[src/rtl/dram_refresh_pkg.sv]
package dram_refresh_pkg;

  typedef enum logic [1:0] {
    ST_PAUSE = 2'd0,
    ST_WAKE  = 2'd1,
    ST_RUN   = 2'd2
  } seqState_t;

  // strobes from control to datapath
  typedef struct packed {
    logic startCycle;
    logic runTimer;
    logic clrTimer;
  } ctlStrobes_t;

  // status from datapath to control
  typedef struct packed {
    logic cycleDone;
    logic tick;
    logic busy;
  } dpStatus_t;

endpackage

[src/rtl/refresh_datapath.sv]
module refresh_datapath
  import dram_refresh_pkg::*;
#(
  parameter int INTERVAL_CYC = 1900,
  parameter int T_CSR        = 2,
  parameter int T_CHR        = 2,
  parameter int T_RAS        = 8,
  parameter int T_RP         = 5
) (
  input  logic        clk,
  input  logic        rstN,
  input  ctlStrobes_t ctl,
  output dpStatus_t   dpStat,
  output logic        rasN,
  output logic        casN
);

  localparam int SEQ_LEN = T_CSR + T_RAS + T_RP;
  localparam int SEQ_W   = $clog2(SEQ_LEN);
  localparam int IV_W    = $clog2(INTERVAL_CYC);
  localparam logic [SEQ_W-1:0] SEQ_LAST = SEQ_W'(SEQ_LEN - 1);
  localparam logic [SEQ_W-1:0] RAS_ON   = SEQ_W'(T_CSR);
  localparam logic [SEQ_W-1:0] RAS_OFF  = SEQ_W'(T_CSR + T_RAS);
  localparam logic [SEQ_W-1:0] CAS_OFF  = SEQ_W'(T_CSR + T_CHR);
  localparam logic [IV_W-1:0]  IV_LAST  = IV_W'(INTERVAL_CYC - 1);

  // interval timer
  logic [IV_W-1:0] ivCnt;
  logic            tickNow;

  assign tickNow = ctl.runTimer && (ivCnt == IV_LAST);

  always_ff @(posedge clk) begin
    if (!rstN) begin
      ivCnt <= '0;
    end else if (ctl.clrTimer) begin
      ivCnt <= '0;
    end else if (ctl.runTimer) begin
      ivCnt <= tickNow ? '0 : ivCnt + 1'b1;
    end
  end

  // strobe sequencer
  logic             busy;
  logic [SEQ_W-1:0] seqCnt;
  logic             busyNext;
  logic [SEQ_W-1:0] seqNext;
  logic             lastStep;

  assign lastStep = busy && (seqCnt == SEQ_LAST);

  always_comb begin
    busyNext = busy;
    seqNext  = seqCnt;
    if (!busy) begin
      if (ctl.startCycle) begin
        busyNext = 1'b1;
        seqNext  = '0;
      end
    end else if (lastStep) begin
      busyNext = 1'b0;
      seqNext  = '0;
    end else begin
      seqNext = seqCnt + 1'b1;
    end
  end

  always_ff @(posedge clk) begin
    if (!rstN) begin
      busy   <= 1'b0;
      seqCnt <= '0;
      rasN   <= 1'b1;
      casN   <= 1'b1;
    end else begin
      busy   <= busyNext;
      seqCnt <= seqNext;
      // strobes registered from the next-step position: glitch free
      rasN   <= !(busyNext && (seqNext >= RAS_ON) && (seqNext < RAS_OFF));
      casN   <= !(busyNext && (seqNext < CAS_OFF));
    end
  end

  assign dpStat.cycleDone = lastStep;
  assign dpStat.tick      = tickNow;
  assign dpStat.busy      = busy;

  // final step of each cycle lies in precharge
  assert_precharge_end_R4: assert property (@(posedge clk) disable iff (!rstN)
    lastStep |-> (rasN && casN));

  // a new cycle never begins on top of a running one
  assert_no_restart_R5: assert property (@(posedge clk) disable iff (!rstN)
    (busy && !lastStep) |=> busy);

endmodule

[src/rtl/refresh_ctrl.sv]
module refresh_ctrl
  import dram_refresh_pkg::*;
#(
  parameter int PAUSE_CYC  = 25000,
  parameter int WAKE_CYC   = 8,
  parameter int PEND_LIMIT = 8
) (
  input  logic        clk,
  input  logic        rstN,
  input  logic        refreshGnt,
  input  dpStatus_t   dpStat,
  output ctlStrobes_t ctl,
  output logic        refreshReq,
  output logic        initDone,
  output logic        deadlineMiss
);

  localparam int PAUSE_W = $clog2(PAUSE_CYC);
  localparam int WAKE_W  = $clog2(WAKE_CYC + 1);
  localparam int PEND_W  = $clog2(PEND_LIMIT + 2);
  localparam logic [PAUSE_W-1:0] PAUSE_LAST = PAUSE_W'(PAUSE_CYC - 1);
  localparam logic [WAKE_W-1:0]  WAKE_LOAD  = WAKE_W'(WAKE_CYC);
  localparam logic [PEND_W:0]    PEND_MAX   = (PEND_W + 1)'(PEND_LIMIT);

  seqState_t          state;
  logic [PAUSE_W-1:0] pauseCnt;
  logic [WAKE_W-1:0]  wakeLeft;
  logic [PEND_W-1:0]  pending;
  logic               missQ;
  logic [PEND_W:0]    pendSum;
  logic               overflow;
  logic               wakeFinal;

  assign refreshReq = (state == ST_WAKE) || ((state == ST_RUN) && (pending != '0));
  assign initDone   = (state == ST_RUN);
  assign deadlineMiss = missQ;

  assign pendSum = {1'b0, pending}
                 + {{PEND_W{1'b0}}, dpStat.tick}
                 - {{PEND_W{1'b0}}, dpStat.cycleDone};
  assign overflow  = (state == ST_RUN) && (pendSum > PEND_MAX);
  assign wakeFinal = (state == ST_WAKE) && dpStat.cycleDone && (wakeLeft == WAKE_W'(1));

  assign ctl.startCycle = refreshReq && refreshGnt && !dpStat.busy;
  assign ctl.runTimer   = (state == ST_RUN);
  assign ctl.clrTimer   = wakeFinal;

  always_ff @(posedge clk) begin
    if (!rstN) begin
      state    <= ST_PAUSE;
      pauseCnt <= '0;
      wakeLeft <= '0;
      pending  <= '0;
      missQ    <= 1'b0;
    end else begin
      unique case (state)
        ST_PAUSE: begin
          if (pauseCnt == PAUSE_LAST) begin
            state    <= ST_WAKE;
            wakeLeft <= WAKE_LOAD;
          end else begin
            pauseCnt <= pauseCnt + 1'b1;
          end
        end
        ST_WAKE: begin
          if (wakeFinal) begin
            state   <= ST_RUN;
            pending <= '0;
          end else if (dpStat.cycleDone) begin
            wakeLeft <= wakeLeft - 1'b1;
          end
        end
        ST_RUN: begin
          if (overflow) begin
            state    <= ST_WAKE;
            wakeLeft <= WAKE_LOAD;
            pending  <= '0;
            missQ    <= 1'b1;
          end else begin
            pending <= pendSum[PEND_W-1:0];
          end
        end
        default: state <= ST_PAUSE;
      endcase
    end
  end

  assert_pending_bound_R9: assert property (@(posedge clk) disable iff (!rstN)
    (state == ST_RUN) |-> (pending <= PEND_W'(PEND_LIMIT)));

  assert_miss_sticky_R9: assert property (@(posedge clk) disable iff (!rstN)
    missQ |=> missQ);

  assert_req_hold_R7: assert property (@(posedge clk) disable iff (!rstN)
    (refreshReq && dpStat.busy && !dpStat.cycleDone) |=> refreshReq);

endmodule

[src/rtl/dram_refresh_seq.sv]
module dram_refresh_seq
  import dram_refresh_pkg::*;
#(
  parameter int PAUSE_CYC    = 25000,
  parameter int WAKE_CYC     = 8,
  parameter int INTERVAL_CYC = 1900,
  parameter int PEND_LIMIT   = 8,
  parameter int T_CSR        = 2,
  parameter int T_CHR        = 2,
  parameter int T_RAS        = 8,
  parameter int T_RP         = 5
) (
  input  logic clk,
  input  logic rstN,
  input  logic refreshGnt,
  output logic refreshReq,
  output logic rasN,
  output logic casN,
  output logic initDone,
  output logic deadlineMiss
);

  ctlStrobes_t ctl;
  dpStatus_t   dpStat;

  refresh_ctrl #(
    .PAUSE_CYC (PAUSE_CYC),
    .WAKE_CYC  (WAKE_CYC),
    .PEND_LIMIT(PEND_LIMIT)
  ) ctrl_i (
    .clk         (clk),
    .rstN        (rstN),
    .refreshGnt  (refreshGnt),
    .dpStat      (dpStat),
    .ctl         (ctl),
    .refreshReq  (refreshReq),
    .initDone    (initDone),
    .deadlineMiss(deadlineMiss)
  );

  refresh_datapath #(
    .INTERVAL_CYC(INTERVAL_CYC),
    .T_CSR       (T_CSR),
    .T_CHR       (T_CHR),
    .T_RAS       (T_RAS),
    .T_RP        (T_RP)
  ) dp_i (
    .clk   (clk),
    .rstN  (rstN),
    .ctl   (ctl),
    .dpStat(dpStat),
    .rasN  (rasN),
    .casN  (casN)
  );

  assert_cas_before_ras_R4: assert property (@(posedge clk) disable iff (!rstN)
    $fell(rasN) |-> (!casN && $past(!casN)));

  assert_cas_up_at_ras_rise_R4: assert property (@(posedge clk) disable iff (!rstN)
    $rose(rasN) |-> casN);

  assert_quiet_before_wake_R2: assert property (@(posedge clk) disable iff (!rstN)
    (!initDone && !refreshReq) |-> (rasN && casN));

endmodule

[config.mk]
export PLATFORM = sky130hd
export DESIGN_NAME = dram_refresh_seq
export DESIGN_NICKNAME = d
export VERILOG_FILES = /design/src/rtl/dram_refresh_pkg.sv /design/src/rtl/refresh_datapath.sv /design/src/rtl/refresh_ctrl.sv /design/src/rtl/dram_refresh_seq.sv
export SDC_FILE = /design/constraint.sdc
export NUM_CORES = 1
export LEC_CHECK = 0
export BUFFER_PORTS_ARGS = -buffer_cell sky130_fd_sc_hd__buf_2
export CORE_ASPECT_RATIO = 0.9
export CORE_MARGIN = 3
export CORE_UTILIZATION = 55
export CTS_CLUSTER_SIZE = 40
export DETAILED_ROUTE_END_ITERATION = 7
export PLACE_DENSITY = 0.72
export RECOVER_POWER = 50
export SLEW_MARGIN = 25
export SYNTH_ARGS = -nofsm -noshare
export SYNTH_HDL_FRONTEND = slang
export SYNTH_SLANG_ARGS = --single-unit
[constraint.sdc]
create_clock -name clk -period 6.85 [get_ports clk]
set_input_delay 0.685 -clock clk [delete_from_list [all_inputs] [get_ports clk]]
set_output_delay 0.685 -clock clk [all_outputs]
set_load 0.005 [all_outputs]
==> out/metrics.cfg <==
[cts]
cts_buffers = 5
clk_pin_slew_ps = 80
cts_root_buf = clkbuf_8
cts_resized = 0
cts.path.max_buffers = 2
numClockSinks = 44
htree_levels = 2
hold_buffers = 0
postCtsSetupRepairBufs = 0
clk_latency_ps = 290
tritoncts = built

[finish]
fin_nets = 296
drive_gt1_frac = 0.0641
fill_cells = 349
multiInputGateArea_mm2 = 0.00135
diodes = 0
ff_latch_area_um2 = 881
syn_to_final_growth_pct = 6.40

[floorplanning]
rows = 21
start_util = 0.599
die_y_um = 68.0
die_w_um = 74.8
num_io_pins = 8
dieArea_mm2 = 0.00509
coreArea_mm2 = 0.00392

[synth]
yosysWarnings = 0
ys_types = 46
syn_area_mm2 = 0.00235
synth_top_cell_area_share = 0.375
synth_top_cell_by_area = dfxtp_1
synth_cells = 272
synthArstFlopShare = 0
netlist_top_cells_area = dfxtp_1, ha_1, xor2_1, nand2_1, nor2_1
ys.flop_type = dfxtp_1
synth_common_cells = dfxtp_1, nand2_1, nor2_1
ys_seq_elements = 44
synth_edf_count = 0
syn_avg_cell_area_um2 = 8.63
synth.most_common_cell = dfxtp_1
syn_nets = 288
synth-seq-area-share = 0.375

[placed_design]
pre_cts_ws_ps = 3180
port_buffers = 7
dpl.hpwl_um = 2910
gp_congestion = 0.818

[global_route]
grt_use_total = 0.178
grt_pass1_wl_um = 7030
antenna_found_initial = 0
grt_pass1_vias = 1608
grt_max_degree = 35
grt-ovfl-total = 0

[power]
pwr-share-clk = 0.419
p_leak_nw = 0.957
ir_worst_vdd_v = 0.000188
p_switching_mw = 0.0922
sw_frac_of_total = 0.200
fin_total_pwr_mw = 0.462
p_comb_frac = 0.021
power_per_cell_area_mw_per_mm2 = 185
p_seq_frac = 0.561
intPower_mw = 0.369

[sta]
worst_slew_pin_slew_ps = 1770
hold_ws_ps = 467
layout_worst_path_cycle_share = 0.545
finalHoldViolations = 0
slew_headroom = -0.192
fin_tns_setup_ps = 0
fin_crit_ps = 3730
drv_slew = 13
setup_slack_ps = 3120
rsz0062_at_grt = false
fmax_ghz = 0.268
setup_viol = 0
fin_skew_ps = 5.94

[critical_path]
reg2reg_to = ctrl_i.wakeLeft[3]$_SDFFE_PN0P_
cp.arrival_ps = 3920
cp-start-kind = register
timing.rr.start = dp_i.ivCnt[2]$_SDFFE_PP0P_
end_kind = register
criticalPathCategory = register to register
worstPathRequired_ps = 7040
path_max_fanout = 7
endpoint = ctrl_i.wakeLeft[3]$_SDFFE_PN0P_
rrSetupSlack_ps = 3120
worst-r2r-cell-count = 13
startpoint = dp_i.ivCnt[2]$_SDFFE_PP0P_

[drt]
first_pass_iters = 4
postRouteAntennaNets = 0
viasPerCell = 5.55
wl_um = 4090
vias = 1816
drt_iter0_markers = 120
remaining_drc_errors = 0
wl_per_cell_um = 12.5

[status]
violations = capacitance limit, slew limit
status = complete, but fails checks

[job]
maxCapViolCount = 1

[worst_hold_path]
worst_hold_path_type = register to register

[sequential cells by signal (all words and copies together), names as in the netlist, 2 cells and up]
signal           count
ctrl_i.pauseCnt     15
dp_i.seqCnt          4
ctrl_i.pending       4
ctrl_i.wakeLeft      4
ctrl_i.state         2
dp_i.ivCnt          11
[per-layer routing]
metal,routed length [um],vias to the layer above,track usage
met1,2120,826,0.239
met2,1770,29,0.279
met3,176,2,0.0441
met4,19,0,0.0533
met5,0,-,0
li1,-,959,-
[power groups by stage]
stage	Sequential (mW)	Combinational (mW)	Clock [mW]
3_3_place_gp	0.265	0.00978	0
3_5_place_dp	0.265	0.00991	0
5_1_grt	0.259	0.0109	0.209
6_report	0.259	0.00947	0.193
2_1_floorplan	0.265	0.00790	0
4_1_cts	0.259	0.00997	0.199
[logic make-up (layout without fill, tap and decap cells)]
family / Yosys count / after routing / share of synthesized area
xor+xnor: 24 / 24 / 0.0896
fa+ha+maj: 13 / 13 / 0.0725
simple gates: 128 / 128 / 0.294
flops: 44 / 44 / 0.375
compound gates: 38 / 38 / 0.119
mux: 2 / 2 / 0.00853
buf+inv: 23 / 32 / 0.0405
[cell usage in the layout, fill, tap and decap left out, types with 2 or more instances in the layout]
master / netlist / final
inv_1: 16 / 16
o21ai_0: 8 / 8
a21oi_1: 9 / 9
and4_1: 2 / 2
nor3b_1: 2 / 2
nand4b_1: 2 / 2
xnor2_1: 8 / 8
clkbuf_1: 4 / 4
nand2_1: 25 / 25
or3_1: 5 / 5
and3_1: 3 / 3
a21boi_0: 10 / 10
nor3_1: 9 / 9
mux2i_1: 2 / 2
and3b_1: 2 / 2
nor2b_1: 7 / 7
nor2_1: 21 / 21
nand2b_1: 3 / 3
nand4_1: 10 / 10
dfxtp_1: 44 / 44
nor4_1: 4 / 4
or2_2: 2 / 2
nand3_1: 14 / 14
ha_1: 12 / 12
and2_1: 11 / 11
buf_2: 1 / 4
o31ai_1: 2 / 2
clkbuf_8: 0 / 5
xor2_1: 16 / 16
[through the flow]
step                 util  area (um^2)  cells
finish              0.638         2500    327
global route        0.638         2500    327
CTS                 0.641         2510    326
detailed placement  0.614         2400    318
global placement    0.614         2400    318
floorplan               -         2350    272
[worst max-delay path: stages, from the launching register on]
cell     delay (ps)
dfxtp_1         360
or4b_2          680
nor3_1          190
nand4_1         210
ha_1            330
inv_1            60
ha_1            150
inv_1            50
fa_1            400
nor2b_1         140
o31ai_1          90
xnor2_1         520
a31oi_4         180
o221a_1         260
[worst min-delay path by stage]
stage | from | endpoint | slack, ps | cells past startpoint
2_1_floorplan | dp_i.ivCnt[1]$_SDFFE_PP0P_ | dp_i.ivCnt[1]$_SDFFE_PP0P_ | 450 | 2
3_3_place_gp | ctrl_i.deadlineMiss$_SDFFE_PN0P_ | ctrl_i.deadlineMiss$_SDFFE_PN0P_ | 450 | 1
3_5_place_dp | ctrl_i.deadlineMiss$_SDFFE_PN0P_ | ctrl_i.deadlineMiss$_SDFFE_PN0P_ | 450 | 1
4_1_cts | ctrl_i.deadlineMiss$_SDFFE_PN0P_ | ctrl_i.deadlineMiss$_SDFFE_PN0P_ | 470 | 1
5_1_grt | ctrl_i.deadlineMiss$_SDFFE_PN0P_ | ctrl_i.deadlineMiss$_SDFFE_PN0P_ | 490 | 1
6_report | ctrl_i.deadlineMiss$_SDFFE_PN0P_ | ctrl_i.deadlineMiss$_SDFFE_PN0P_ | 470 | 1
[area by class of cell]
class / count / share of cell area
clock buffers: 6 / 0.0291
clock inverters: 2 / 0.0140
inverters: 16 / 0.0241
multi-input cells: 205 / 0.541
flip-flops and latches: 44 / 0.353
well taps: 46 / 0.0231
repair buffers: 8 / 0.0155
No activity file was read; power rests on OpenSTA's default activity.
